**src/rtl/i2c_eep_pkg.sv**
```systemverilog
package i2c_eep_pkg;
  localparam logic [3:0] DEV_CODE = 4'b1010;

  typedef enum logic [3:0] {
    ST_IDLE,
    ST_DEV,
    ST_DEV_ACK,
    ST_AHI,
    ST_AHI_ACK,
    ST_ALO,
    ST_ALO_ACK,
    ST_WDAT,
    ST_WDAT_ACK,
    ST_RDAT,
    ST_RDAT_ACK
  } eep_state_e;
endpackage

```
**src/rtl/i2c_line_sync.sv**
```systemverilog
module i2c_line_sync #(
  parameter int W = 2
) (
  input  logic         clk_i,
  input  logic         rst_ni,
  input  logic [W-1:0] line_i,
  output logic [W-1:0] cur_o,
  output logic [W-1:0] prev_o
);
  for (genvar g = 0; g < W; g++) begin : g_line
    logic meta_q, sync_q, prev_q;
    always_ff @(posedge clk_i or negedge rst_ni) begin
      if (!rst_ni) begin
        meta_q <= 1'b1;
        sync_q <= 1'b1;
        prev_q <= 1'b1;
      end else begin
        meta_q <= line_i[g];
        sync_q <= meta_q;
        prev_q <= sync_q;
      end
    end
    assign cur_o[g]  = sync_q;
    assign prev_o[g] = prev_q;
  end
endmodule

```
**src/rtl/i2c_busy_timer.sv**
```systemverilog
module i2c_busy_timer #(
  parameter int CYCLES = 625000
) (
  input  logic clk_i,
  input  logic rst_ni,
  input  logic start_i,
  output logic busy_o
);
  localparam int CNT_W = $clog2(CYCLES + 1);

  logic [CNT_W-1:0] cnt_q;

  always_ff @(posedge clk_i or negedge rst_ni) begin
    if (!rst_ni)             cnt_q <= '0;
    else if (start_i)        cnt_q <= CNT_W'(CYCLES);
    else if (cnt_q != '0)    cnt_q <= cnt_q - 1'b1;
  end

  assign busy_o = (cnt_q != '0);
endmodule

```
**src/rtl/i2c_eeprom_slave.sv**
```systemverilog
module i2c_eeprom_slave
  import i2c_eep_pkg::*;
#(
  parameter int ADDR_W    = 14,
  parameter int WR_CYCLES = 625000
) (
  input  logic              clk_i,
  input  logic              rst_ni,
  input  logic              scl_i,
  input  logic              sda_i,
  output logic              sda_oe_o,
  input  logic [2:0]        dev_sel_i,
  input  logic              wp_i,
  output logic [ADDR_W-1:0] mem_addr_o,
  output logic [7:0]        mem_wdata_o,
  output logic              mem_we_o,
  input  logic [7:0]        mem_rdata_i,
  output logic              busy_o
);
  localparam int HI_W = ADDR_W - 8;

  logic [1:0] line_cur, line_prev;
  logic scl_s, sda_s, scl_p, sda_p;
  logic scl_rise, scl_fall, bus_start, bus_stop;

  i2c_line_sync #(.W(2)) u_sync (
    .clk_i  (clk_i),
    .rst_ni (rst_ni),
    .line_i ({scl_i, sda_i}),
    .cur_o  (line_cur),
    .prev_o (line_prev)
  );

  assign scl_s     = line_cur[1];
  assign sda_s     = line_cur[0];
  assign scl_p     = line_prev[1];
  assign sda_p     = line_prev[0];
  assign scl_rise  = scl_s & ~scl_p;
  assign scl_fall  = ~scl_s & scl_p;
  assign bus_start = scl_s & scl_p & sda_p & ~sda_s;
  assign bus_stop  = scl_s & scl_p & ~sda_p & sda_s;

  eep_state_e        state_q;
  logic [3:0]        bit_cnt_q;
  logic [7:0]        rx_sr_q, tx_sr_q, wdata_q;
  logic [ADDR_W-1:0] ptr_q;
  logic              oe_q, rw_q, mack_q, wr_pend_q, we_q, inc_q, tmr_start_q;

  logic in_rx, rx_take, rx_done, dev_match;

  assign in_rx   = (state_q == ST_DEV) || (state_q == ST_AHI) ||
                   (state_q == ST_ALO) || (state_q == ST_WDAT);
  assign rx_take = in_rx && scl_rise && (bit_cnt_q != 4'd8);
  assign rx_done = in_rx && scl_fall && (bit_cnt_q == 4'd8);
  assign dev_match = (rx_sr_q[7:4] == DEV_CODE) && (rx_sr_q[3:1] == dev_sel_i) && !busy_o;

  always_ff @(posedge clk_i or negedge rst_ni) begin
    if (!rst_ni) begin
      state_q     <= ST_IDLE;
      bit_cnt_q   <= '0;
      rx_sr_q     <= '0;
      tx_sr_q     <= '0;
      wdata_q     <= '0;
      ptr_q       <= '0;
      oe_q        <= 1'b0;
      rw_q        <= 1'b0;
      mack_q      <= 1'b0;
      wr_pend_q   <= 1'b0;
      we_q        <= 1'b0;
      inc_q       <= 1'b0;
      tmr_start_q <= 1'b0;
    end else begin
      we_q        <= 1'b0;
      inc_q       <= 1'b0;
      tmr_start_q <= 1'b0;
      if (inc_q) ptr_q <= ptr_q + 1'b1;
      if (we_q)  wr_pend_q <= 1'b1;

      if (bus_stop) begin
        state_q     <= ST_IDLE;
        oe_q        <= 1'b0;
        tmr_start_q <= wr_pend_q;
        wr_pend_q   <= 1'b0;
      end else if (bus_start) begin
        state_q   <= ST_DEV;
        bit_cnt_q <= '0;
        oe_q      <= 1'b0;
      end else begin
        if (rx_take) begin
          rx_sr_q   <= {rx_sr_q[6:0], sda_s};
          bit_cnt_q <= bit_cnt_q + 1'b1;
        end
        unique case (state_q)
          ST_DEV: if (rx_done) begin
            bit_cnt_q <= '0;
            if (dev_match) begin
              oe_q    <= 1'b1;
              rw_q    <= rx_sr_q[0];
              state_q <= ST_DEV_ACK;
            end else begin
              state_q <= ST_IDLE;
            end
          end
          ST_AHI: if (rx_done) begin
            bit_cnt_q          <= '0;
            ptr_q[ADDR_W-1:8]  <= rx_sr_q[HI_W-1:0];
            oe_q               <= 1'b1;
            state_q            <= ST_AHI_ACK;
          end
          ST_ALO: if (rx_done) begin
            bit_cnt_q   <= '0;
            ptr_q[7:0]  <= rx_sr_q;
            oe_q        <= 1'b1;
            state_q     <= ST_ALO_ACK;
          end
          ST_WDAT: if (rx_done) begin
            bit_cnt_q <= '0;
            we_q      <= ~wp_i;
            inc_q     <= 1'b1;
            wdata_q   <= rx_sr_q;
            oe_q      <= 1'b1;
            state_q   <= ST_WDAT_ACK;
          end
          ST_DEV_ACK: if (scl_fall) begin
            bit_cnt_q <= '0;
            if (rw_q) begin
              tx_sr_q <= mem_rdata_i;
              oe_q    <= ~mem_rdata_i[7];
              state_q <= ST_RDAT;
            end else begin
              oe_q    <= 1'b0;
              state_q <= ST_AHI;
            end
          end
          ST_AHI_ACK: if (scl_fall) begin
            bit_cnt_q <= '0;
            oe_q      <= 1'b0;
            state_q   <= ST_ALO;
          end
          ST_ALO_ACK, ST_WDAT_ACK: if (scl_fall) begin
            bit_cnt_q <= '0;
            oe_q      <= 1'b0;
            state_q   <= ST_WDAT;
          end
          ST_RDAT: if (scl_fall) begin
            if (bit_cnt_q == 4'd7) begin
              oe_q    <= 1'b0;
              inc_q   <= 1'b1;
              mack_q  <= 1'b0;
              state_q <= ST_RDAT_ACK;
            end else begin
              tx_sr_q   <= {tx_sr_q[6:0], 1'b0};
              oe_q      <= ~tx_sr_q[6];
              bit_cnt_q <= bit_cnt_q + 1'b1;
            end
          end
          ST_RDAT_ACK: begin
            if (scl_rise) mack_q <= ~sda_s;
            if (scl_fall) begin
              if (mack_q) begin
                tx_sr_q   <= mem_rdata_i;
                oe_q      <= ~mem_rdata_i[7];
                bit_cnt_q <= '0;
                state_q   <= ST_RDAT;
              end else begin
                state_q <= ST_IDLE;
              end
            end
          end
          default: ;
        endcase
      end
    end
  end

  i2c_busy_timer #(.CYCLES(WR_CYCLES)) u_timer (
    .clk_i   (clk_i),
    .rst_ni  (rst_ni),
    .start_i (tmr_start_q),
    .busy_o  (busy_o)
  );

  assign sda_oe_o    = oe_q;
  assign mem_addr_o  = ptr_q;
  assign mem_wdata_o = wdata_q;
  assign mem_we_o    = we_q;
endmodule

```
**config.mk**
```make
export PLATFORM = sky130hd
export DESIGN_NAME = i2c_eeprom_slave
export DESIGN_NICKNAME = d
export VERILOG_FILES = /design/src/rtl/i2c_eep_pkg.sv /design/src/rtl/i2c_line_sync.sv /design/src/rtl/i2c_busy_timer.sv /design/src/rtl/i2c_eeprom_slave.sv
export SDC_FILE = /design/constraint.sdc
export NUM_CORES = 1
export LEC_CHECK = 0
export BUFFER_PORTS_ARGS = -buffer_cell sky130_fd_sc_hd__buf_2
export CAP_MARGIN = 40
export CELL_PAD_IN_SITES_DETAIL_PLACEMENT = 0
export CELL_PAD_IN_SITES_GLOBAL_PLACEMENT = 1
export CORE_MARGIN = 4
export CORE_UTILIZATION = 42
export DETAILED_ROUTE_END_ITERATION = 8
export HOLD_SLACK_MARGIN = 0.1
export PLACE_DENSITY_LB_ADDON = 0.1
export SLEW_MARGIN = 40
export SYNTH_ARGS = -nofsm -noshare
export SYNTH_HDL_FRONTEND = slang
export SYNTH_SLANG_ARGS = --single-unit
```
**constraint.sdc**
```tcl
create_clock -name clk_i -period 2 [get_ports clk_i]
set_input_delay 0.1 -clock clk_i [delete_from_list [all_inputs] [get_ports clk_i]]
set_output_delay 0.1 -clock clk_i [all_outputs]
set_load 0.01 [all_outputs]
```
==> results of run 1 <==
[kinds of logic after synthesis]
logic type,after synthesis,synth area share
mux,35,0.0940
xor+xnor,32,0.0673
buf+inv,26,0.0237
flops,78,0.470
fa+ha+maj,5,0.0150
simple gates,161,0.207
compound gates,77,0.123
[where the power goes]
| group | leakage (nW) | total [mW] | internal (mW) | switching [mW] |
|---|---|---|---|---|
| combinational | 1.45 | 2.66 | 1.41 | 1.25 |
| clock | 0.106 | 1.29 | 0.701 | 0.585 |
| sequential | 1.01 | 2.29 | 1.95 | 0.341 |
| total | 2.56 | 6.24 | 4.07 | 2.17 |
[stage by stage]
stage               setup TNS, ns  std cells
finish                   -0.00683        670
detailed placement        -0.0896        639
floorplan                  -0.247        414
global route               -0.459        670
CTS                       -0.0345        668
global placement          -0.0598        639
[repair_timing]
item	CTS	global route
hold buffers	11	0
cloned	0	0
endpoints found under the hold margin	46	0
pin swaps	3	4
buffers inserted	2	2
gates resized for setup	10	13
endpoints found under the setup margin	4	20
[routing by layer]
layer,share of wire,vias to the layer above,wire (um),track usage
met2,0.48,58,4700,0.302
met5,0,-,0,0
met4,0.017,0,164,0.0640
met3,0.038,18,370,0.0384
met1,0.47,1639,4610,0.243
li1,-,1732,-,-
[worst max-delay path: cells and delay by family, from the launching register on]
family	cells	cell delay, ns
AND/OR/NAND/NOR	4	1.20
flip-flops	1	0.38
multiplexers	1	0.31
[path summary, 6_finish.rpt]
check                                   startpoint                       to  cells past startpoint
max reg2reg                       u_timer.cnt_q[8]                     rw_q                      5
max                               u_timer.cnt_q[8]                     rw_q                      5
min in group clk_i         u_sync.g_line[1].meta_q  u_sync.g_line[1].sync_q                      0
max in group asynchronous                   rst_ni  u_sync.g_line[0].meta_q                      3
min reg2reg                u_sync.g_line[1].meta_q  u_sync.g_line[1].sync_q                      0
min                                         rst_ni        u_timer.cnt_q[15]                      2
[layout make-up]
type	instances	area (sq um)
tap	133	166
clock buffer	10	128
sequential	78	1960
timing repair buffer	125	910
multi-input combinational	310	2180
clock inverter	6	86.3
fill	880	4270
inverter	8	30.0
[flip-flops by register name (all words and copies together), names as in the netlist, 2 cells and up]
register              count
mem_wdata_o               8
rx_sr_q                   8
state_q                   4
u_sync.g_line.sync_q      2
u_timer.cnt_q            20
tx_sr_q                   7
bit_cnt_q                 4
u_sync.g_line.prev_q      2
u_sync.g_line.meta_q      2
mem_addr_o               14
[cell usage in the layout (no fill, tap or decap), drive strengths merged, types with 3 or more instances in the layout]
master,instances
clkbuf,10
dfrtp,72
nor4bb,3
mux2,30
ha,5
nand2b,14
nor2,44
xnor2,10
nor4,7
nand3b,3
a21oi,27
nor3,16
clkinv,3
o31ai,5
o21ai,11
nor2b,10
o2111ai,4
nand2,25
and3,4
dfstp,6
nand4,9
or3,5
dlygate4sd3,11
nand3,11
or2,3
buf,114
mux2i,5
inv,8
xor2,22
==> impl_metrics.env, run 1 <==
export IMPL_globalRouteOverflowTotal=0
export IMPL_slew_headroom=0.636
export IMPL_final_util=0.561
export IMPL_crit_chain="or4_4, or3_4, nor4_4, nand3_1, mux2_4"
export IMPL_path_clk_slew_ns=0.08
export IMPL_antenna_found_initial=0
export IMPL_slowest_stage="or4_4"
export IMPL_async_reset_ff_frac=1.00
export IMPL_cts_tree="built"
export IMPL_reg2reg_setup_slack_ns=-0.007
export IMPL_hold_slack_ns=0.235
export IMPL_pre_cts_ws_ns=-0.0494
export IMPL_total_power_mw=6.24
export IMPL_synth_area_leader_cell="dfrtp_1"
export IMPL_period_share=1.00
export IMPL_setup_slack_ns=-0.00683
export IMPL_insertedDiodeCount=0
export IMPL_yosys_most_used_dff="dfrtp_1"
export IMPL_outcome="complete, but fails checks"
export IMPL_final_area_sq_um=5460
export IMPL_hold_violations=0
export IMPL_slowest_delay_ns=0.54
export IMPL_totalWireLength_um=9850
export IMPL_die_h_um=108
export IMPL_path_max_fanout=5
export IMPL_drt_iter0_markers=113
export IMPL_cap_violations=0
export IMPL_drc=0
export IMPL_dpl_hpwl_um=7080
export IMPL_max_freq_mhz=498
export IMPL_num_nets_final=553
export IMPL_core_area_sq_um=9730
export IMPL_placed_area_sq_um=5020
export IMPL_die_area_sq_um=11600
export IMPL_grt_first_pass_wirelength_um=16800
export IMPL_yosysTopAreaCellShare=0.432
export IMPL_gp_congestion=0.842
export IMPL_grt_max_degree=46
export IMPL_clk_path_buf_depth=2
export IMPL_postRouteAntennaNets=0
export IMPL_yosys_register_bits=78
export IMPL_ys_top_cells_by_count="dfrtp_1 (72), nor2_1 (44), mux2_2 (29)"
export IMPL_first_global_vias=3477
export IMPL_setup_violations=1
export IMPL_critPathKind="reg -> reg"
export IMPL_crit_path_start_kind="register"
export IMPL_synth_cell_types=59
export IMPL_period_needed_ns=2.01
export IMPL_synth_seq_area_share=0.470
export IMPL_ys_warnings_count=0
export IMPL_portBuffers=40
export IMPL_row_count=36
export IMPL_drive_gt1_frac=0.348
export IMPL_htreeDepth=3
export IMPL_worstMarginPinSlew_ns=0.544
export IMPL_wl_per_cell_um=14.7
export IMPL_io_pins=41
export IMPL_synthCells=414
export IMPL_die_x_um=108
export IMPL_violations="setup timing"
export IMPL_power_leakage_nw=2.56
export IMPL_synth_edff_count=0
export IMPL_netlist_area_sq_um=4170
export IMPL_rsz0062_at_grt="true"
export IMPL_via_count=3447
export IMPL_avgSynthCellArea_sq_um=10.1
export IMPL_maxSlewViolCount=0
export IMPL_crit_path_end_kind="register"
export IMPL_yosysMostFrequentCell="dfrtp_1"
export IMPL_initial_utilization=0.428
export IMPL_area_growth_pct=31.0
export IMPL_clock_latency_ns=0.35
export IMPL_p_per_area_nw_per_um2=1140
export IMPL_hold_path_class="in -> async"
export IMPL_root_buffer="clkbuf_8"
export IMPL_clock_sinks=78
export IMPL_required_ns=2.24
export IMPL_vias_per_cell=5.14
export IMPL_ir_drop_v=0.000718
export IMPL_cts_made_buffers=9
export IMPL_grt_usage=0.184
export IMPL_synth_area_leaders="dfrtp_1 (43%), mux2_2 (7.8%), xor2_1 (4.6%)"
export IMPL_skew_ns=0.0103
export IMPL_firstDrtPassIters=4
export IMPL_synth_nets=435
export IMPL_crit_arrival_ns=2.24
No activity file was read; power rests on OpenSTA's default activity.
==> run 2, diff against run 1 <==
Settings changed: SYNTH_HIERARCHICAL from default to 1.
==> run 2 against run 1 <==
  * The flow still finishes with violations (setup timing)
  * Design area about the same
  * Wire length down 1.2%
  * First-iteration DRC count up 77%
  * Largest power group unchanged
==> impl_metrics.env, run 2 <==
export IMPL_p_per_area_nw_per_um2=1170
export IMPL_io_pins=41
export IMPL_outcome="complete, but fails checks"
export IMPL_dp_cells=623
export IMPL_drc=0
export IMPL_die_area_sq_um=11900
export IMPL_clock_sinks=78
export IMPL_crit_chain="inv_2, ha_4, nor4b_4, and4_4, nand2_4, nor2_4, and4b_2, nand2_1, nor2_2, mux2_4"
export IMPL_synth_area_leader_cell="dfrtp_1"
export IMPL_drt_iter0_markers=200
export IMPL_reg2reg_depth=10
export IMPL_globalRouteOverflowTotal=0
export IMPL_gp_congestion=0.840
export IMPL_required_ns=2.24
export IMPL_postRouteAntennaNets=0
export IMPL_die_x_um=109
export IMPL_row_count=36
export IMPL_antenna_found_initial=0
export IMPL_regToRegStartpoint="u_timer/cnt_q[0]"
export IMPL_drive_gt1_frac=0.343
export IMPL_insertedDiodeCount=0
export IMPL_path_max_fanout=3
export IMPL_cts_tree="built"
export IMPL_wl_met2_um=4470
export IMPL_num_nets_final=541
export IMPL_pre_cts_ws_ns=-0.166
export IMPL_slew_headroom=0.549
export IMPL_grt_max_degree=55
export IMPL_portBuffers=40
export IMPL_yosysTopAreaCellShare=0.420
export IMPL_dpl_hpwl_um=7060
export IMPL_rsz0062_at_grt="true"
export IMPL_largest_register_ffs=20
export IMPL_wl_per_cell_um=14.8
export IMPL_seqPwrFrac=0.375
export IMPL_skew_ns=0.00672
export IMPL_synth_area_leaders="dfrtp_1 (42%), mux2_2 (8.1%), xor2_1 (3.9%)"
export IMPL_critPathBufInv=1
export IMPL_hold_violations=0
export IMPL_p_switching_mw=2.24
export IMPL_netlist_area_sq_um=4290
export IMPL_p_comb_frac=0.393
export IMPL_cts_made_buffers=9
export IMPL_pwr_share_clk=0.232
export IMPL_largest_register="u_timer/cnt_q"
export IMPL_ir_drop_v=0.000543
export IMPL_synthCells=429
export IMPL_yosys_most_used_dff="dfrtp_1"
export IMPL_final_cell_mix="dfrtp_1 (72), buf_4 (53), nor2_1 (39), buf_2 (39), nand2_1 (33)"
export IMPL_yosysMostFrequentCell="dfrtp_1"
export IMPL_hold_path_class="in -> async"
export IMPL_power_leakage_nw=2.49
export IMPL_totalWireLength_um=9730
export IMPL_wl_met1_um=4740
export IMPL_synth_nets=450
export IMPL_cap_violations=0
export IMPL_route_top_layer_used="met4"
export IMPL_initial_utilization=0.435
export IMPL_maxSlewViolCount=0
export IMPL_period_share=1.04
export IMPL_setup_slack_ns=-0.0878
export IMPL_path_clk_slew_ns=0.08
export IMPL_ys_top_cells_by_count="dfrtp_1 (72), nor2_1 (41), nand2_1 (33)"
export IMPL_synth_edff_count=0
export IMPL_crit_arrival_ns=2.33
export IMPL_async_reset_ff_frac=1.00
export IMPL_clk_path_buf_depth=2
export IMPL_clock_latency_ns=0.35
export IMPL_worstMarginPinSlew_ns=0.677
export IMPL_wl_met3_um=340
export IMPL_critPathKind="reg -> reg"
export IMPL_root_buffer="clkbuf_8"
export IMPL_final_cells=658
export IMPL_vias_per_cell=5.17
export IMPL_crit_path_end_kind="register"
export IMPL_reg2reg_setup_slack_ns=-0.09
export IMPL_violations="setup timing"
export IMPL_synth_cell_types=57
export IMPL_die_h_um=109
export IMPL_r2r_end="rw_q"
export IMPL_via_count=3399
export IMPL_synth_seq_area_share=0.457
export IMPL_core_area_sq_um=9860
export IMPL_crit_family="simple AND/OR/NAND/NOR gates"
export IMPL_period_needed_ns=2.09
export IMPL_swShare=0.350
export IMPL_grt_usage=0.177
export IMPL_area_growth_pct=27.3
export IMPL_avgSynthCellArea_sq_um=10.0
export IMPL_setup_violations=2
export IMPL_slowest_stage="dfrtp_1"
export IMPL_final_common_cell="dfrtp_1"
export IMPL_yosys_register_bits=78
export IMPL_htreeDepth=3
export IMPL_crit_path_start_kind="register"
export IMPL_firstDrtPassIters=4
export IMPL_max_freq_mhz=479
export IMPL_grt_first_pass_wirelength_um=16200
export IMPL_first_global_vias=3267
export IMPL_slowest_delay_ns=0.39
export IMPL_p_int_mw=4.16
export IMPL_ys_warnings_count=6
==> run 2: cell types whose count changed in the layout (fill, tap and decap cells not counted), sizes merged, moves of 5 or more <==
| cell | change |
|---|---|
| buf | -16 |
| nand2 | +9 |
| a21oi | -8 |
| inv | +5 |
| o21ai | +12 |
==> run 2: per-stage QoR <==
stage               instance area (sq um)  power, mW  hold slack (ns)   util  setup TNS (ns)
CTS                                  5390       6.33            0.166  0.546          -0.196
floorplan                            4300       3.69           -0.196      -          -0.305
finish                               5460       6.40            0.190  0.553          -0.162
detailed placement                   4950       4.67           0.0314  0.501          -0.320
global placement                     4950       4.63           0.0281  0.501          -0.161
global route                         5460       6.84            0.213  0.553          -0.564
==> run 2: worst max-delay path by stage <==
stage,depth (start not counted),to,start
final,10,rw_q,u_timer/cnt_q[0]
after global routing,10,sda_oe_o,u_timer/cnt_q[1]
after CTS,10,rw_q,u_timer/cnt_q[0]
after detailed placement,10,rw_q,u_timer/cnt_q[0]
after global placement,10,rw_q,u_timer/cnt_q[0]
after floorplan,11,rw_q,u_timer/cnt_q[0]
==> run 2: worst reg2reg max path, cell delays in order, from the launching register on <==
cell,delay [ns]
dfrtp_1,0.39
inv_2,0.09
ha_4,0.13
nor4b_4,0.21
and4_4,0.28
nand2_4,0.06
nor2_4,0.08
and4b_2,0.26
nand2_1,0.07
nor2_2,0.12
mux2_4,0.30
==> run 2: power by group through the flow <==
stage / clock (mW) / sequential [mW] / combinational (mW)
after floorplan: 0 / 2.34 / 1.35
after global placement: 0 / 2.41 / 2.22
after detailed placement: 0 / 2.42 / 2.25
after CTS: 1.54 / 2.40 / 2.39
after global routing: 1.60 / 2.46 / 2.78
final: 1.48 / 2.40 / 2.52
==> run 2: layout make-up <==
type | instances | area (sq um)
sequential | 78 | 1960
inverter | 12 | 45.0
multi-input combinational | 310 | 2230
clock inverter | 5 | 104
timing repair buffer | 109 | 806
tap | 133 | 166
fill | 885 | 4410
clock buffer | 11 | 151
==> run 2: kinds of logic (layout without fill, tap and decap cells) <==
logic type,Yosys count,after routing,share of synthesized area
adders and majority gates,5,5,0.0146
buffers and inverters,41,137,0.0461
muxes,33,33,0.0861
DFF,78,78,0.457
xor gates and xnor gates,33,33,0.0674
AOI/OAI and AO/OA,73,73,0.106
and+or+nand+nor,166,166,0.223
==> run 2: timing repair <==
item / CTS / global route
gates resized for setup: 10 / 9
hold buffers: 11 / 0
pin swaps: 2 / 5
endpoints found under the hold margin: 88 / 0
buffers inserted: 6 / 2
endpoints found under the setup margin: 2 / 17
==> run 2: metal layers <==
metal | up-vias | GRT usage
li1 | 1689 | -
met1 | 1638 | 0.252
met2 | 60 | 0.270
met3 | 12 | 0.0237
met4 | 0 | 0.0748
met5 | - | 0
